--- config.mk ---
export PLATFORM = sky130hd
export DESIGN_NAME = hash_tree_guard
export DESIGN_NICKNAME = d
export VERILOG_FILES = /design/src/rtl/ht_pkg.sv /design/src/rtl/ht_mix.sv /design/src/rtl/ht_root_keeper.sv /design/src/rtl/ht_path_walker.sv /design/src/rtl/hash_tree_guard.sv
export SDC_FILE = /design/constraint.sdc
export NUM_CORES = 1
export LEC_CHECK = 0
export BUFFER_PORTS_ARGS = -buffer_cell sky130_fd_sc_hd__buf_4
export CELL_PAD_IN_SITES_DETAIL_PLACEMENT = 1
export CELL_PAD_IN_SITES_GLOBAL_PLACEMENT = 1
export CORE_UTILIZATION = 47
export DETAILED_ROUTE_END_ITERATION = 6
export HOLD_SLACK_MARGIN = 0.03
export PLACE_DENSITY_LB_ADDON = 0.1
export SLEW_MARGIN = 30
export SYNTH_ARGS = -nofsm -noshare
export SYNTH_HDL_FRONTEND = slang
export SYNTH_SLANG_ARGS = --single-unit
--- constraint.sdc ---
create_clock -name clk -period 8.7 [get_ports clk]
set_input_delay 1.305 -clock clk [delete_from_list [all_inputs] [get_ports clk]]
set_output_delay 1.305 -clock clk [all_outputs]
set_load 0.05 [all_outputs]
--- src/rtl/ht_pkg.sv ---
package ht_pkg;
  typedef enum logic [2:0] {
    ST_IDLE,
    ST_DWR,
    ST_DRD,
    ST_DCAP,
    ST_NWR,
    ST_SRD,
    ST_SCAP,
    ST_FIN
  } walk_st_e;
endpackage

--- src/rtl/ht_mix.sv ---
module ht_mix #(
  parameter int W = 32,
  parameter int ROT = 7,
  parameter logic [W-1:0] HKEY = 'h9E3779B9
) (
  input  logic [W-1:0] a,
  input  logic [W-1:0] b,
  output logic [W-1:0] h
);
  logic [W-1:0] rot;
  assign rot = (a << ROT) | (a >> (W - ROT));
  assign h   = (rot ^ b) + HKEY;
endmodule

--- src/rtl/ht_root_keeper.sv ---
module ht_root_keeper #(
  parameter int W = 32
) (
  input  logic         clk,
  input  logic         rst_n,
  input  logic         commit,
  input  logic         check,
  input  logic [W-1:0] path_hash,
  output logic         tamper
);
  logic [W-1:0] root_q;
  logic         err_q;

  always_ff @(posedge clk or negedge rst_n) begin
    if (!rst_n) begin
      root_q <= '0;
      err_q  <= 1'b0;
    end else begin
      if (commit) root_q <= path_hash;
      if (check && (path_hash != root_q)) err_q <= 1'b1;
    end
  end

  assign tamper = err_q;

  // a raised integrity error never drops without reset
  a_r9_err_sticky: assert property (@(posedge clk) disable iff (!rst_n)
    tamper |=> tamper);
endmodule

--- src/rtl/ht_path_walker.sv ---
module ht_path_walker import ht_pkg::*; #(
  parameter int W = 32,
  parameter int LEAVES = 8,
  parameter int ROT = 7,
  parameter logic [W-1:0] HKEY = 'h9E3779B9,
  localparam int AW = $clog2(LEAVES),
  localparam int NW = AW + 1
) (
  input  logic          clk,
  input  logic          rst_n,
  input  logic          halt,
  input  logic          req_valid,
  output logic          req_ready,
  input  logic          req_write,
  input  logic [AW-1:0] req_addr,
  input  logic [W-1:0]  req_wdata,
  output logic          fwd_valid,
  input  logic          fwd_ready,
  output logic [W-1:0]  fwd_data,
  output logic          mem_valid,
  output logic          mem_write,
  output logic          mem_node,
  output logic [NW-1:0] mem_addr,
  output logic [W-1:0]  mem_wdata,
  input  logic [W-1:0]  mem_rdata,
  output logic          busy,
  output logic          fin_commit,
  output logic          fin_check,
  output logic [W-1:0]  path_hash
);
  localparam logic [NW-1:0] LEAF_BASE = NW'(LEAVES);
  localparam logic [NW-1:0] ROOT_IDX  = NW'(1);

  walk_st_e       st;
  logic           wr_q;
  logic [AW-1:0]  addr_q;
  logic [W-1:0]   wdata_q;
  logic [NW-1:0]  node_q;
  logic [W-1:0]   cur_q;
  logic           fwd_valid_q;
  logic [W-1:0]   fwd_data_q;
  logic [W-1:0]   mix_a, mix_b, mix_h;
  logic [NW-1:0]  parent;

  assign parent = node_q >> 1;

  always_comb begin
    case (st)
      ST_IDLE: begin mix_a = req_wdata; mix_b = W'(req_addr); end
      ST_DCAP: begin mix_a = mem_rdata; mix_b = W'(addr_q);   end
      default: begin
        if (node_q[0]) begin mix_a = mem_rdata; mix_b = cur_q;     end
        else           begin mix_a = cur_q;     mix_b = mem_rdata; end
      end
    endcase
  end

  ht_mix #(.W(W), .ROT(ROT), .HKEY(HKEY)) i_mix (
    .a(mix_a), .b(mix_b), .h(mix_h)
  );

  always_ff @(posedge clk or negedge rst_n) begin
    if (!rst_n) begin
      st          <= ST_IDLE;
      wr_q        <= 1'b0;
      addr_q      <= '0;
      wdata_q     <= '0;
      node_q      <= '0;
      cur_q       <= '0;
      fwd_valid_q <= 1'b0;
      fwd_data_q  <= '0;
    end else begin
      if (fwd_valid_q && fwd_ready) fwd_valid_q <= 1'b0;
      case (st)
        ST_IDLE: if (req_valid && req_ready) begin
          wr_q    <= req_write;
          addr_q  <= req_addr;
          wdata_q <= req_wdata;
          node_q  <= LEAF_BASE + NW'(req_addr);
          if (req_write) begin
            cur_q <= mix_h;
            st    <= ST_DWR;
          end else begin
            st    <= ST_DRD;
          end
        end
        ST_DWR:  st <= ST_NWR;
        ST_DRD:  st <= ST_DCAP;
        ST_DCAP: begin
          cur_q       <= mix_h;
          fwd_valid_q <= 1'b1;
          fwd_data_q  <= mem_rdata;
          st          <= ST_SRD;
        end
        ST_NWR:  st <= ST_SRD;
        ST_SRD:  st <= ST_SCAP;
        ST_SCAP: begin
          cur_q  <= mix_h;
          node_q <= parent;
          if (parent == ROOT_IDX) st <= ST_FIN;
          else if (wr_q)          st <= ST_NWR;
          else                    st <= ST_SRD;
        end
        ST_FIN:  if (!fwd_valid_q) st <= ST_IDLE;
        default: st <= ST_IDLE;
      endcase
    end
  end

  always_comb begin
    mem_valid = (st == ST_DWR) || (st == ST_DRD) || (st == ST_NWR) || (st == ST_SRD);
    mem_write = (st == ST_DWR) || (st == ST_NWR);
    mem_node  = (st == ST_NWR) || (st == ST_SRD);
    case (st)
      ST_NWR:  mem_addr = node_q;
      ST_SRD:  mem_addr = node_q ^ NW'(1);
      default: mem_addr = NW'(addr_q);
    endcase
    mem_wdata = (st == ST_DWR) ? wdata_q : cur_q;
  end

  assign req_ready  = (st == ST_IDLE) && !halt;
  assign busy       = (st != ST_IDLE);
  assign fwd_valid  = fwd_valid_q;
  assign fwd_data   = fwd_data_q;
  assign fin_commit = (st == ST_FIN) && !fwd_valid_q && wr_q;
  assign fin_check  = (st == ST_FIN) && !fwd_valid_q && !wr_q;
  assign path_hash  = cur_q;

  // an accepted request makes the block busy on the next edge
  a_r11_accept_busy: assert property (@(posedge clk) disable iff (!rst_n)
    (req_valid && req_ready) |=> (busy && !req_ready));
  // no memory traffic when idle
  a_r11_idle_quiet: assert property (@(posedge clk) disable iff (!rst_n)
    !busy |-> !mem_valid);
  // forwarded word is held under back-pressure
  a_r3_fwd_hold: assert property (@(posedge clk) disable iff (!rst_n)
    (fwd_valid && !fwd_ready) |=> (fwd_valid && $stable(fwd_data)));
  // the trusted root never leaves the chip
  a_r2_root_on_chip: assert property (@(posedge clk) disable iff (!rst_n)
    (mem_valid && mem_write && mem_node) |-> (mem_addr > ROOT_IDX));
endmodule

--- src/rtl/hash_tree_guard.sv ---
module hash_tree_guard #(
  parameter int W = 32,
  parameter int LEAVES = 8,
  parameter int ROT = 7,
  parameter logic [W-1:0] HKEY = 'h9E3779B9,
  localparam int AW = $clog2(LEAVES),
  localparam int NW = AW + 1
) (
  input  logic          clk,
  input  logic          rst_n,
  input  logic          req_valid,
  output logic          req_ready,
  input  logic          req_write,
  input  logic [AW-1:0] req_addr,
  input  logic [W-1:0]  req_wdata,
  output logic          fwd_valid,
  input  logic          fwd_ready,
  output logic [W-1:0]  fwd_data,
  output logic          mem_valid,
  output logic          mem_write,
  output logic          mem_node,
  output logic [NW-1:0] mem_addr,
  output logic [W-1:0]  mem_wdata,
  input  logic [W-1:0]  mem_rdata,
  output logic          busy,
  output logic          tamper_err,
  input  logic          sec_req,
  output logic          sec_grant
);
  logic         fin_commit, fin_check;
  logic [W-1:0] path_hash;

  ht_path_walker #(.W(W), .LEAVES(LEAVES), .ROT(ROT), .HKEY(HKEY)) i_walker (
    .clk(clk), .rst_n(rst_n), .halt(tamper_err),
    .req_valid(req_valid), .req_ready(req_ready), .req_write(req_write),
    .req_addr(req_addr), .req_wdata(req_wdata),
    .fwd_valid(fwd_valid), .fwd_ready(fwd_ready), .fwd_data(fwd_data),
    .mem_valid(mem_valid), .mem_write(mem_write), .mem_node(mem_node),
    .mem_addr(mem_addr), .mem_wdata(mem_wdata), .mem_rdata(mem_rdata),
    .busy(busy), .fin_commit(fin_commit), .fin_check(fin_check),
    .path_hash(path_hash)
  );

  ht_root_keeper #(.W(W)) i_keeper (
    .clk(clk), .rst_n(rst_n), .commit(fin_commit), .check(fin_check),
    .path_hash(path_hash), .tamper(tamper_err)
  );

  assign sec_grant = sec_req && !busy;

  // secret-dependent work never overlaps an outstanding check
  a_r10_grant_idle: assert property (@(posedge clk) disable iff (!rst_n)
    sec_grant |-> !busy);
  // after an integrity failure no request is accepted
  a_r9_no_accept: assert property (@(posedge clk) disable iff (!rst_n)
    tamper_err |-> !req_ready);
endmodule

=== Word level (Yosys, flattened, before mapping) ===
Index checks and enable logic that the tools add are counted.

* Bits in registers: 141
* Bits of input ports: 73
* Output and inout port bits: 76
* Word-level logic and storage cells: 74

* Add/sub/neg operators: 2
* Equality and inequality tests: 12
* Mux-type cells: 19
* Bitwise logic cells: 3
* Reductions and logical operators: 28

{| class="wikitable"
|+ Operators with widths
! operator !! count
|-
| $pmux 32 s2 || 3
|-
| $mux 32 || 5
|-
| $add 32x32->32 const B || 1
|-
| $ne 32x32->1 || 1
|-
| $or 32x7->32 || 1
|-
| $xor 32x32->32 || 1
|-
| $pmux 3 s7 || 1
|-
| $pmux 4 s2 || 2
|-
| $eq 3x3->1 const B || 4
|-
| $mux 3 || 3
|-
| $logic_and 1x1->1 || 8
|-
| $eq 3x1->1 const B || 2
|-
| $eq 3x2->1 const B || 2
|-
| $reduce_and 2->1 || 3
|-
| $reduce_bool 2->1 || 3
|-
| $logic_or 1x1->1 || 5
|-
| $add 4x3->4 const A || 1
|-
| $logic_not 1->1 || 4
|-
| $mux 4 || 1
|-
| $ne 2x2->1 const B || 2
|-
| $reduce_or 2->1 || 2
|-
| $logic_not 3->1 || 1
|-
| $mux 1 || 3
|-
| $reduce_and 3->1 || 1
|-
| 4 further kinds || 4
|}

=== Logic depth before layout (Yosys ltp) ===
* Depth after elaboration: 8
* Mapped depth: 16
* Mapped depth without buffers: 12

=== By module ===
From an unflattened synthesis, not the netlist that was laid out.

* Cells, all modules: 809
* Area total of the unflattened synthesis: 8523.2 µm²

{| class="wikitable"
|+ Modules (own cells, without submodules)
! module !! instances !! cells each !! area an instance (µm²) !! seq. area each (µm²)
|-
| ht_path_walker || 1 || 538 || 5769.3 || 2702.6
|-
| ht_root_keeper || 1 || 113 || 1566.5 || 825.8
|-
| ht_mix || 1 || 157 || 1173.6 || 0.0
|-
| hash_tree_guard || 1 || 1 || 13.8 || 0.0
|}

=== Worst setup path after synthesis ===
OpenSTA, ideal clock, no wires.

* Path kind: register -> output
* From: register i_walker.st[2]
* To: output mem_addr[0]
* Arrival: 2332 ps
* Setup slack: 5063 ps
* Stages on the path, launching flop included: 6
* Cell sequence: dfrtp_1 buf_2 buf_1 buf_1 nand2b_1 o21ai_0

* Cells in the longest elaborated chain, start to end: 2
* Elaborated cells between the ends (all ways): 3

{| class="wikitable"
|+ RTL lines
! what !! line !! RTL
|-
| start, declared || ht_path_walker.sv:34 || <nowiki>walk_st_e st;</nowiki>
|-
| start signal, assigned || ht_path_walker.sv:64 || <nowiki>st <= ST_IDLE;</nowiki>
|-
| start signal, assigned || ht_path_walker.sv:82 || <nowiki>st <= ST_DWR;</nowiki>
|-
| start signal, assigned || ht_path_walker.sv:84 || <nowiki>st <= ST_DRD;</nowiki>
|-
| $eq 3x3->1 || ht_path_walker.sv:114 || <nowiki>case (st)</nowiki>
|-
| $pmux 4 s2 (*) || ht_path_walker.sv:114 ||
|-
| end, declared || hash_tree_guard.sv:22 || <nowiki>output logic [NW-1:0] mem_addr,</nowiki>
|}

Mark *: on every way between the ends. The rest lies on a longest branch, timed or not.

=== Worst setup path in the final report ===
* From: register i_walker.st[0]
* To: output mem_wdata[19]

* Cells in the longest elaborated chain, start to end: 2

{| class="wikitable"
|+ RTL lines
! what !! line !! RTL
|-
| $eq 3x1->1 || ht_path_walker.sv:119 || <nowiki>mem_wdata = (st == ST_DWR) ? wdata_q : cur_q;</nowiki>
|-
| $mux 32 || ht_path_walker.sv:119 ||
|-
| end, declared || hash_tree_guard.sv:23 || <nowiki>output logic [W-1:0] mem_wdata,</nowiki>
|}

Every way passes these cells.

==> results.cfg <==
[status]
status = finished with violations
violations = DRC

[place]
detailed_place_hpwl_microns = 22000
gp_congestion = 0.924
place_area_sq_mm = 0.0100
port_buffers = 148

[finish]
final_nets = 1116
drive_above_1_share = 0.294
antennaDiodeCount = 0
design_area_sq_mm = 0.0106
final_common_cell = buf_4
area_growth_pct = 20.4
final_cell_mix = buf_4, nand2_1, dfrtp_1
fillerInstances = 2091

[worst_setup_path]
critPathMaxFanout = 22
cp_slowest_stage_delay_ns = 0.86
reg2reg_slack_ns = 4.56
worst_ep_required_time_ns = 7.39
path_cells = nor3b_2, buf_4, mux2_2, buf_4
ff2ff_path_depth = 12
cp_common_cell = buf_4
cp-end-kind = output pin
critical_path_arrival_ns = 3.05
cp-start-kind = register
slowest_stage = nor3b_2
setup.worst_path.class = register to output pin

[clock_tree]
cts_tree = yes
clock_sinks = 141
numCtsBuffers = 17
cts_root_buffer = clkbuf_16
post-cts-setup-buffers = 0
hold_buffers = 0
path_clk_slew_ns = 0.06
clock_latency_ns = 0.44
cts_resized = 0
h-tree-depth = 4
clockBufferDepth = 2

[floorplanning]
die_x_microns = 139
die_y_microns = 139
die_area_sq_mm = 0.0193
io_pins = 149
design.core.area_sq_mm = 0.0182
initial_core_util = 0.485
rows = 49

[grt]
grt_usage = 0.333
grt_overflow_total = 0
grt_pass1_vias = 8221
grt_max_degree = 93
grt_pass1_wl_microns = 48800
antenna_found_initial = 0

[drt]
firstDrtPassIters = 7
wl_per_cell_microns = 24.2
drc_errors = 11
drtIter0Drc = 586
vias_per_cell = 6.17
wirelength_microns = 31100
via_count = 7924
ant_nets = 0

[timing]
finalSetupTns_ns = 0
slew_viol_final = 0
hold_violations = 0
fmaxAchievable_mhz = 230
setup_viol = 0
grt_setup_unrepaired = no
worst_pin_slew_ns = 0.941
max-slew-margin-rel = 0.370
finalClockSkew_ns = 0.0112
fin_crit_sh = 0.500
min_period_ns = 4.35

[logic_synthesis]
syn_nets = 1012
yosysWarnings = 0
async_reset_ff_frac = 1.00
synth_edf_count = 0
syn-instance-count = 938
ys_seq_area_frac = 0.400
ys_ff_latch = 141
ys.flop_type = dfrtp_1
synthTopCellsByArea = dfrtp_1, mux2_2, nand2_1
synth.avg_cell_area_sq_um = 9.41
netlist.area_leader.share = 0.400
yosys.area.top_type = dfrtp_1
ys_types = 70
syn_area_sq_mm = 0.00882

[flow_run]
maxCapViolCount = 0

[worst_hold_path]
min_path_cells = 2
hp-class = register to register
-- layout make-up --
| type | count | area (sq um) | share of cell area |
|---|---|---|---|
| tap | 229 | 287 | 0.0270 |
| sequential | 141 | 3530 | 0.332 |
| clock inverter | 14 | 181 | 0.0171 |
| multi-input combinational | 713 | 4950 | 0.466 |
| inverter | 7 | 26.3 | 0.00247 |
| timing repair buffer | 162 | 1220 | 0.115 |
| clock buffer | 18 | 429 | 0.0404 |
-- metrics by stage --
stage	utilization	hold slack, ns	cells	setup WS (ns)
floorplan	-	0.440	938	5.06
global placement	0.550	0.452	1252	4.72
detailed placement	0.550	0.457	1252	4.59
CTS	0.583	0.473	1284	4.35
global route	0.584	0.502	1284	4.16
finish	0.584	0.468	1284	4.35
-- registers in the layout, summed over array words and instances, names as in the netlist --
register,flops
i_keeper.root_q,32
i_walker.fwd_data,32
i_keeper.tamper,1
i_walker.path_hash,32
i_walker.node_q,4
i_walker.st,3
i_walker.addr_q,3
i_walker.fwd_valid,1
i_walker.wr_q,1
i_walker.wdata_q,32
-- cells by family (layout without fill, tap and decap cells) --
family	after synthesis	in the layout	share of synthesized area
compound gates	204	204	0.161
xor+xnor	99	99	0.0983
fa+ha+maj	1	1	0.00142
buf+inv	84	201	0.0407
flops	141	141	0.400
mux	122	122	0.152
simple gates	287	287	0.147
-- cells in the mapped netlist, types with 8 or more instances --
cell type,count
nand2_1,155
dfrtp_1,141
mux2_2,99
xnor2_1,65
nor2_1,50
clkbuf_1,43
xor2_1,34
a21oi_1,33
o21ai_0,32
mux2i_1,23
o22ai_1,23
a22oi_1,21
buf_2,17
nand3_1,16
o22a_1,14
a31oi_1,13
buf_1,13
nand4_1,11
nor3_1,9
and3_1,8
-- metal layers --
| layer | global-route usage | wire length (microns) |
|---|---|---|
| met3 | 0.0577 | 1840 |
| met4 | 0.133 | 1090 |
| met2 | 0.526 | 14200 |
| met1 | 0.454 | 14000 |
| met5 | 0 | 0 |
-- worst paths after layout --
kind / start / endpoint
worst min-delay path: i_walker.wdata_q[29]$_DFFE_PN0P_ / i_walker.wdata_q[29]$_DFFE_PN0P_
min in group asynchronous: rst_n / i_walker.wdata_q[9]$_DFFE_PN0P_
worst max register to register: i_walker.st[1]$_DFFE_PN0P_ / i_walker.path_hash[26]$_DFFE_PN0P_
max in group asynchronous: rst_n / i_keeper.root_q[22]$_DFFE_PN0P_
worst min register to register: i_walker.wdata_q[29]$_DFFE_PN0P_ / i_walker.wdata_q[29]$_DFFE_PN0P_
worst max-delay path: i_walker.st[0]$_DFFE_PN0P_ / mem_wdata[19]
-- critical path: cells and delay by family, from the launching register on --
kind,cells,cell delay (ns)
buffers and inverters,2,0.65
flip-flops,1,0.68
multiplexers,1,0.39
AND/OR/NAND/NOR,1,0.86
Power is not shown: default switching activity piles up to over one toggle a cycle in this logic, so the estimate is an artifact.
